===== src/rtl/agu_pkg.sv =====
package agu_pkg;
  localparam int DATA_W   = 32;
  localparam int IDX_W    = 4;
  localparam int IMM_W    = 12;
  localparam int SH_W     = 5;
  localparam int PC_IDX   = 15;
  localparam int PC_ADV   = 4;
  localparam int ALIGN_LG = 2;

  typedef enum logic [1:0] {
    MODE_OFS  = 2'd0,
    MODE_PRE  = 2'd1,
    MODE_POST = 2'd2,
    MODE_RSV  = 2'd3
  } agu_mode_e;
endpackage


===== src/rtl/agu_offset.sv =====
module agu_offset #(
  parameter int DATA_W = 32,
  parameter int IMM_W  = 12,
  parameter int SH_W   = 5
) (
  input  logic              use_reg,
  input  logic [IMM_W-1:0]  imm,
  input  logic [DATA_W-1:0] reg_val,
  input  logic [SH_W-1:0]   shamt,
  output logic [DATA_W-1:0] offset
);
  localparam int PAD_W = DATA_W - IMM_W;

  logic [DATA_W-1:0] imm_ext;
  logic [DATA_W-1:0] reg_shf;

  generate
    if (PAD_W > 0) begin : g_pad
      assign imm_ext = {{PAD_W{1'b0}}, imm};
    end else begin : g_nopad
      assign imm_ext = imm[DATA_W-1:0];
    end
  endgenerate

  // barrel shift left, bits past the top are dropped
  assign reg_shf = reg_val << shamt;
  assign offset  = use_reg ? reg_shf : imm_ext;
endmodule


===== src/rtl/agu_base.sv =====
module agu_base #(
  parameter int DATA_W   = 32,
  parameter int IDX_W    = 4,
  parameter int PC_IDX   = 15,
  parameter int PC_ADV   = 4,
  parameter int ALIGN_LG = 2
) (
  input  logic [IDX_W-1:0]  base_idx,
  input  logic [DATA_W-1:0] base_val,
  input  logic [DATA_W-1:0] pc,
  output logic              is_pc,
  output logic [DATA_W-1:0] eff_base
);
  localparam logic [DATA_W-1:0] ADV_C  = DATA_W'(PC_ADV);
  localparam logic [DATA_W-1:0] ALIGN_M = ~DATA_W'((1 << ALIGN_LG) - 1);

  logic [DATA_W-1:0] pc_read;

  assign is_pc    = (base_idx == IDX_W'(PC_IDX));
  assign pc_read  = (pc + ADV_C) & ALIGN_M;
  assign eff_base = is_pc ? pc_read : base_val;
endmodule


===== src/rtl/agu_calc.sv =====
module agu_calc
  import agu_pkg::*;
#(
  parameter int DATA_W = 32,
  parameter int IDX_W  = 4
) (
  input  logic [DATA_W-1:0] eff_base,
  input  logic [DATA_W-1:0] offset,
  input  logic              sub,
  input  agu_mode_e         mode,
  input  logic              is_pc,
  input  logic [IDX_W-1:0]  base_idx,
  input  logic [IDX_W-1:0]  xfer_idx,
  output logic [DATA_W-1:0] addr,
  output logic              wb_en,
  output logic [DATA_W-1:0] wb_val,
  output logic              illegal
);
  logic [DATA_W-1:0] sum;
  logic              wb_req;
  logic              clash;

  always_comb begin
    sum     = sub ? (eff_base - offset) : (eff_base + offset);
    wb_req  = (mode == MODE_PRE) || (mode == MODE_POST);
    clash   = is_pc || (base_idx == xfer_idx);
    illegal = (mode == MODE_RSV) || (wb_req && clash);
    wb_en   = wb_req && !illegal;
    wb_val  = sum;
    addr    = (mode == MODE_POST) ? eff_base : sum;
  end
endmodule


===== src/rtl/agu_outreg.sv =====
module agu_outreg #(
  parameter int PW = 66
) (
  input  logic          clk,
  input  logic          rst_n,
  input  logic          in_valid,
  output logic          in_ready,
  input  logic [PW-1:0] in_data,
  output logic          out_valid,
  input  logic          out_ready,
  output logic [PW-1:0] out_data
);
  logic          vld_q;
  logic [PW-1:0] dat_q;
  logic          fire;

  assign in_ready  = !vld_q || out_ready;
  assign fire      = in_valid && in_ready;
  assign out_valid = vld_q;
  assign out_data  = dat_q;

  always_ff @(posedge clk) begin
    if (!rst_n) begin
      vld_q <= 1'b0;
      dat_q <= '0;
    end else begin
      if (fire) begin
        vld_q <= 1'b1;
        dat_q <= in_data;
      end else if (out_ready) begin
        vld_q <= 1'b0;
      end
    end
  end

  AST_HOLD_ON_STALL: assert property (@(posedge clk) disable iff (!rst_n)
    (vld_q && !out_ready) |=> (vld_q && $stable(dat_q)));

  AST_FILL_NEXT: assert property (@(posedge clk) disable iff (!rst_n)
    fire |=> vld_q);
endmodule


===== src/rtl/agu_top.sv =====
module agu_top
  import agu_pkg::*;
#(
  parameter int DW  = agu_pkg::DATA_W,
  parameter int IW  = agu_pkg::IDX_W,
  parameter int MW  = agu_pkg::IMM_W,
  parameter int SW  = agu_pkg::SH_W
) (
  input  logic          clk,
  input  logic          rst_n,
  input  logic          in_valid,
  output logic          in_ready,
  input  logic [IW-1:0] in_base_idx,
  input  logic [DW-1:0] in_base_val,
  input  logic [IW-1:0] in_xfer_idx,
  input  logic [DW-1:0] in_pc,
  input  logic          in_use_reg,
  input  logic [MW-1:0] in_imm,
  input  logic [DW-1:0] in_reg_val,
  input  logic [SW-1:0] in_shamt,
  input  logic          in_sub,
  input  logic [1:0]    in_mode,
  output logic          out_valid,
  input  logic          out_ready,
  output logic [DW-1:0] out_addr,
  output logic          out_wb_en,
  output logic [DW-1:0] out_wb_val,
  output logic          out_illegal
);
  localparam int PW = 2 * DW + 2;

  agu_mode_e     mode;
  logic [DW-1:0] offset;
  logic [DW-1:0] eff_base;
  logic          is_pc;
  logic [DW-1:0] c_addr;
  logic          c_wb_en;
  logic [DW-1:0] c_wb_val;
  logic          c_illegal;
  logic [PW-1:0] pay_in;
  logic [PW-1:0] pay_out;
  logic          fire;

  assign mode = agu_mode_e'(in_mode);

  agu_offset #(.DATA_W(DW), .IMM_W(MW), .SH_W(SW)) u_off (
    .use_reg (in_use_reg),
    .imm     (in_imm),
    .reg_val (in_reg_val),
    .shamt   (in_shamt),
    .offset  (offset)
  );

  agu_base #(.DATA_W(DW), .IDX_W(IW), .PC_IDX(PC_IDX), .PC_ADV(PC_ADV),
             .ALIGN_LG(ALIGN_LG)) u_base (
    .base_idx (in_base_idx),
    .base_val (in_base_val),
    .pc       (in_pc),
    .is_pc    (is_pc),
    .eff_base (eff_base)
  );

  agu_calc #(.DATA_W(DW), .IDX_W(IW)) u_calc (
    .eff_base (eff_base),
    .offset   (offset),
    .sub      (in_sub),
    .mode     (mode),
    .is_pc    (is_pc),
    .base_idx (in_base_idx),
    .xfer_idx (in_xfer_idx),
    .addr     (c_addr),
    .wb_en    (c_wb_en),
    .wb_val   (c_wb_val),
    .illegal  (c_illegal)
  );

  assign pay_in = {c_addr, c_wb_en, c_wb_val, c_illegal};

  agu_outreg #(.PW(PW)) u_oreg (
    .clk       (clk),
    .rst_n     (rst_n),
    .in_valid  (in_valid),
    .in_ready  (in_ready),
    .in_data   (pay_in),
    .out_valid (out_valid),
    .out_ready (out_ready),
    .out_data  (pay_out)
  );

  assign {out_addr, out_wb_en, out_wb_val, out_illegal} = pay_out;
  assign fire = in_valid && in_ready;

  AST_NO_WB_WHEN_ILLEGAL: assert property (@(posedge clk) disable iff (!rst_n)
    out_valid |-> !(out_wb_en && out_illegal));

  AST_PC_BASE_ALIGNED: assert property (@(posedge clk) disable iff (!rst_n)
    (in_valid && is_pc) |-> (eff_base[ALIGN_LG-1:0] == '0));

  AST_OFS_NO_WB: assert property (@(posedge clk) disable iff (!rst_n)
    (fire && mode == MODE_OFS) |=> !out_wb_en);

  AST_POST_ADDR_BASE: assert property (@(posedge clk) disable iff (!rst_n)
    (fire && mode == MODE_POST) |=> (out_addr == $past(eff_base)));

  AST_PRE_ADDR_IS_WB: assert property (@(posedge clk) disable iff (!rst_n)
    (fire && mode == MODE_PRE) |=> (out_addr == out_wb_val));

  AST_SAME_REG_BLOCK: assert property (@(posedge clk) disable iff (!rst_n)
    (fire && (mode == MODE_PRE || mode == MODE_POST) && in_base_idx == in_xfer_idx)
      |=> (out_illegal && !out_wb_en));

  AST_RSV_ILLEGAL: assert property (@(posedge clk) disable iff (!rst_n)
    (fire && mode == MODE_RSV) |=> out_illegal);
endmodule


===== config.mk =====
export PLATFORM = sky130hd
export DESIGN_NAME = agu_top
export DESIGN_NICKNAME = d
export VERILOG_FILES = /design/src/rtl/agu_pkg.sv /design/src/rtl/agu_offset.sv /design/src/rtl/agu_base.sv /design/src/rtl/agu_calc.sv /design/src/rtl/agu_outreg.sv /design/src/rtl/agu_top.sv
export SDC_FILE = /design/constraint.sdc
export NUM_CORES = 1
export LEC_CHECK = 0
export BUFFER_PORTS_ARGS = -buffer_cell sky130_fd_sc_hd__buf_4
export CAP_MARGIN = 0
export CORE_UTILIZATION = 56
export CTS_BUF_LIST = sky130_fd_sc_hd__clkbuf_8
export CTS_CLUSTER_DIAMETER = 80
export CTS_CLUSTER_SIZE = 25
export DETAILED_ROUTE_END_ITERATION = 10
export GPL_ROUTABILITY_DRIVEN = 0
export PLACE_DENSITY = 0.91
export SETUP_SLACK_MARGIN = 0.15
export SYNTH_ARGS = -nofsm -noshare
export SYNTH_HDL_FRONTEND = slang
export SYNTH_SLANG_ARGS = --single-unit

===== constraint.sdc =====
create_clock -name clk -period 8.84 [get_ports clk]
set_clock_uncertainty 0.2 [all_clocks]
set_input_delay 1.326 -clock clk [delete_from_list [all_inputs] [get_ports clk]]
set_output_delay 1.326 -clock clk [all_outputs]
set_load 0.02 [all_outputs]

==> impl_metrics.toml <==
[power]
p_switching_mw = 0.5720
power_frac_clock_pct = 15.2
power_density_nw_per_um2 = 143.2
swShare_pct = 42.76
p_int_mw = 0.7658
combinationalPowerShare_pct = 57.0
vdd_drop_max_mv = 0.08760
leakage_nw = 4.127
p_seq_share_pct = 27.7

[sta]
finalHoldViolCount = 0
setup_violations = 0
fin_tns_setup_ns = 0
fmax_mhz = 133.8
finalCriticalPeriod_ns = 7.473
rsz0062_at_grt = "false"
tightest_slew_ns = 1.031
slew_violations = 0
relSlewSlack_pct = 30.99
period_share_pct = 84.53

[synth]
synth_edf_count = 0
syn-num-nets = 1175
async_flop_share_pct = 0
ys_warn_count = 0
ys_ff_latch = 67
ys_types = 78
synthCells = 1004
synthesis.area_um2 = 7675
yosysSeqAreaShare_pct = 17.48
syn_avg_cell_area_um2 = 7.644
ys.flop_type = "dfxtp_1"

[setup_path]
timing.rr.end = "u_oreg.out_data[32]$_SDFFE_PN0P_"
cp-startpoint = "in_shamt[0]"
worstSetupStartpointType = "input port"
reg2reg_from = "u_oreg.out_valid$_SDFFE_PN0P_"
r2r_slack_ns = 6.39
cp.required_ns = 8.92
worstPathArrival_ns = 7.55
worstPathMaxFanout = 34
end_kind = "register"
endpoint = "u_oreg.out_data[64]$_SDFFE_PN0P_"
worstSetupPathType = "input port to register"
reg2reg_depth = 6

[grt]
grt_pass1_vias = 7584
overflow = 0
grt_max_degree = 73
grt_pass1_wl_mm = 37.14
grt_util_all_layers_pct = 32.29
antenna_found_initial = 0

[floorplan]
start_util_pct = 57.73
rows = 42
dieArea_um2 = 14180
io_pins = 197
coreArea_um2 = 13300
die_h_um = 119.1
fp.dieW_um = 119.1

[worst_hold_path]
hold_path_class = "register to register"

[detailed_routing]
first_iter_violations = 822
drc = 0
via_per_inst = 6.194
ant_nets = 0
num_vias = 8312
first_pass_iters = 6
routed_wl_mm = 23.09
routedWlPerCell_um = 17.21

[clock_network]
clk_latency_ns = 0.34
htree_levels = 3
ctsResizeCount = 0
clk_pin_slew_worst_paths_ns = 0.07
tritoncts = "yes"
cts_root_buf = "clkbuf_8"
numCtsBuffers = 9
cts.path.max_buffers = 2
postCtsSetupRepairBufs = 0
clock_sinks = 67
hold_buffers = 0

[run]
drv_cap = 0

[placed_design]
portBuffers = 194
dp_hpwl_mm = 18.61
dpl-instance-area_um2 = 9188

[cells_and_area]
antenna_cells = 0
num-nets-final = 1332
syn2layout_area_growth_pct = 21.72
stdcell_area_um2 = 9341
final_layout_size_suffix_gt1_share_pct = 23.76

[outcome]
status = "completed"
## cells by family (layout without fill, tap and decap cells)
kind of cell    Yosys count  after routing  synth area share, %
buf+inv                  81            243                4.141
compound gates          289            289                24.18
xor+xnor                 84             84                9.586
simple gates            360            360                22.46
flops                    67             67                17.48
mux                      81             81                15.21
fa+ha+maj                42             42                6.945
## metrics by stage
step                      hold slack [ns]  power [mW]  worst slack [ns]  cells  utilization, %
final                              0.2580       1.338             1.367   1342           70.26
after global routing               0.2795       1.425            0.9846   1342           70.26
after CTS                          0.2570       1.324             1.462   1342           70.26
after detailed placement           0.2494       1.122             1.090   1326           69.10
after global placement             0.2407       1.099             1.210   1326           69.10
after floorplan                    0.3302      0.8826             2.199   1004               -
## flip-flops by register name (all words and copies together), names as in the netlist
name / cells
u_oreg.out_valid: 1
u_oreg.out_data: 66
## layout make-up
type,count,area (um^2)
fill,1061,3954
sequential,67,1341
clock inverter,7,30.03
clock buffer,9,123.9
tap,176,220.2
timing repair buffer,201,1509
inverter,26,97.59
multi-input combinational,856,6020
## layer usage
| metal | global-route usage [%] | vias to the layer above | wire, um |
|---|---|---|---|
| li1 | - | 4017 | - |
| met1 | 43.36 | 3753 | 9843 |
| met2 | 51.38 | 476 | 10240 |
| met3 | 5.220 | 66 | 2183 |
| met4 | 13.05 | 0 | 830 |
| met5 | 0 | - | 0 |
## worst min-delay path by stage
stage / depth (start not counted) / slack, ns / from / end
floorplan: 2 / 0.33 / u_oreg.out_data[23]$_SDFFE_PN0P_ / u_oreg.out_data[23]$_SDFFE_PN0P_
global placement: 2 / 0.24 / u_oreg.out_data[42]$_SDFFE_PN0P_ / u_oreg.out_data[42]$_SDFFE_PN0P_
detailed placement: 2 / 0.25 / u_oreg.out_data[63]$_SDFFE_PN0P_ / u_oreg.out_data[63]$_SDFFE_PN0P_
CTS: 2 / 0.26 / u_oreg.out_data[63]$_SDFFE_PN0P_ / u_oreg.out_data[63]$_SDFFE_PN0P_
global route: 2 / 0.28 / u_oreg.out_data[29]$_SDFFE_PN0P_ / u_oreg.out_data[29]$_SDFFE_PN0P_
finish: 2 / 0.26 / u_oreg.out_data[63]$_SDFFE_PN0P_ / u_oreg.out_data[63]$_SDFFE_PN0P_
## Yosys cell counts (all sizes together), types with 6 or more instances
library cell | number | share of area, %
nand2 | 129 | 6.3
nor2 | 98 | 4.8
a21oi | 74 | 4.8
o21ai | 73 | 4.8
dfxtp | 67 | 17
xor2 | 46 | 5.2
clkbuf | 42 | 2.1
ha | 41 | 6.7
xnor2 | 38 | 4.3
mux2i | 33 | 4.3
nand3 | 30 | 2.0
mux4 | 26 | 7.6
inv | 24 | 1.2
mux2 | 22 | 3.3
nor3 | 17 | 1.2
a21o | 15 | 1.5
nand4 | 14 | 1.1
o22ai | 14 | 1.1
a211oi | 13 | 1.3
buf | 13 | 0.82
and3 | 12 | 1.0
a31oi | 11 | 0.90
nor2b | 11 | 0.90
o211ai | 11 | 1.1
and2 | 9 | 0.73
and4 | 8 | 0.91
o21bai | 8 | 0.78
o21a | 7 | 0.68
a211o | 6 | 0.68
a22oi | 6 | 0.59
## critical path: stages
cell and delay (ns):
buf_4 0.14, buf_4 0.47, mux2_4 0.38, a2bb2oi_1 0.37
a31oi_1 0.26, or4_4 0.58, nor4b_4 0.38, nand2_1 0.16
nor3_1 0.33, nor2_1 0.09, xnor2_1 0.14, ha_1 0.36
a21o_1 0.20, a21o_1 0.18, a221o_1 0.33, a31o_2 0.26
a221oi_1 0.40, o22ai_1 0.18, o41ai_1 0.37, xor2_1 0.16
or3_1 0.33, a31oi_1 0.15
## power by group through the flow
stage / Clock [mW] / Sequential (mW) / Combinational (mW)
6_report: 0.204 / 0.371 / 0.763
5_1_grt: 0.221 / 0.376 / 0.828
4_1_cts: 0.206 / 0.371 / 0.747
3_5_place_dp: 0 / 0.377 / 0.744
3_3_place_gp: 0 / 0.376 / 0.723
2_1_floorplan: 0 / 0.424 / 0.458
## cell usage in the layout (no fill, tap or decap), types with 11 or more instances in the layout
cell type  instances
a21oi_1           74
o21ai_0           72
nand2_1          128
a21o_1            15
nand4_1           14
a31oi_1           11
inv_1             27
and3_1            11
o211ai_1          11
nor2_1            98
mux2_2            17
xnor2_1           38
o22ai_1           14
dfxtp_1           67
ha_1              41
xor2_1            46
nor3_1            16
a211oi_1          13
mux2i_1           33
nor2b_1           11
mux4_2            26
buf_4            201
nand3_1           30
(Power assumes the default switching activity.)
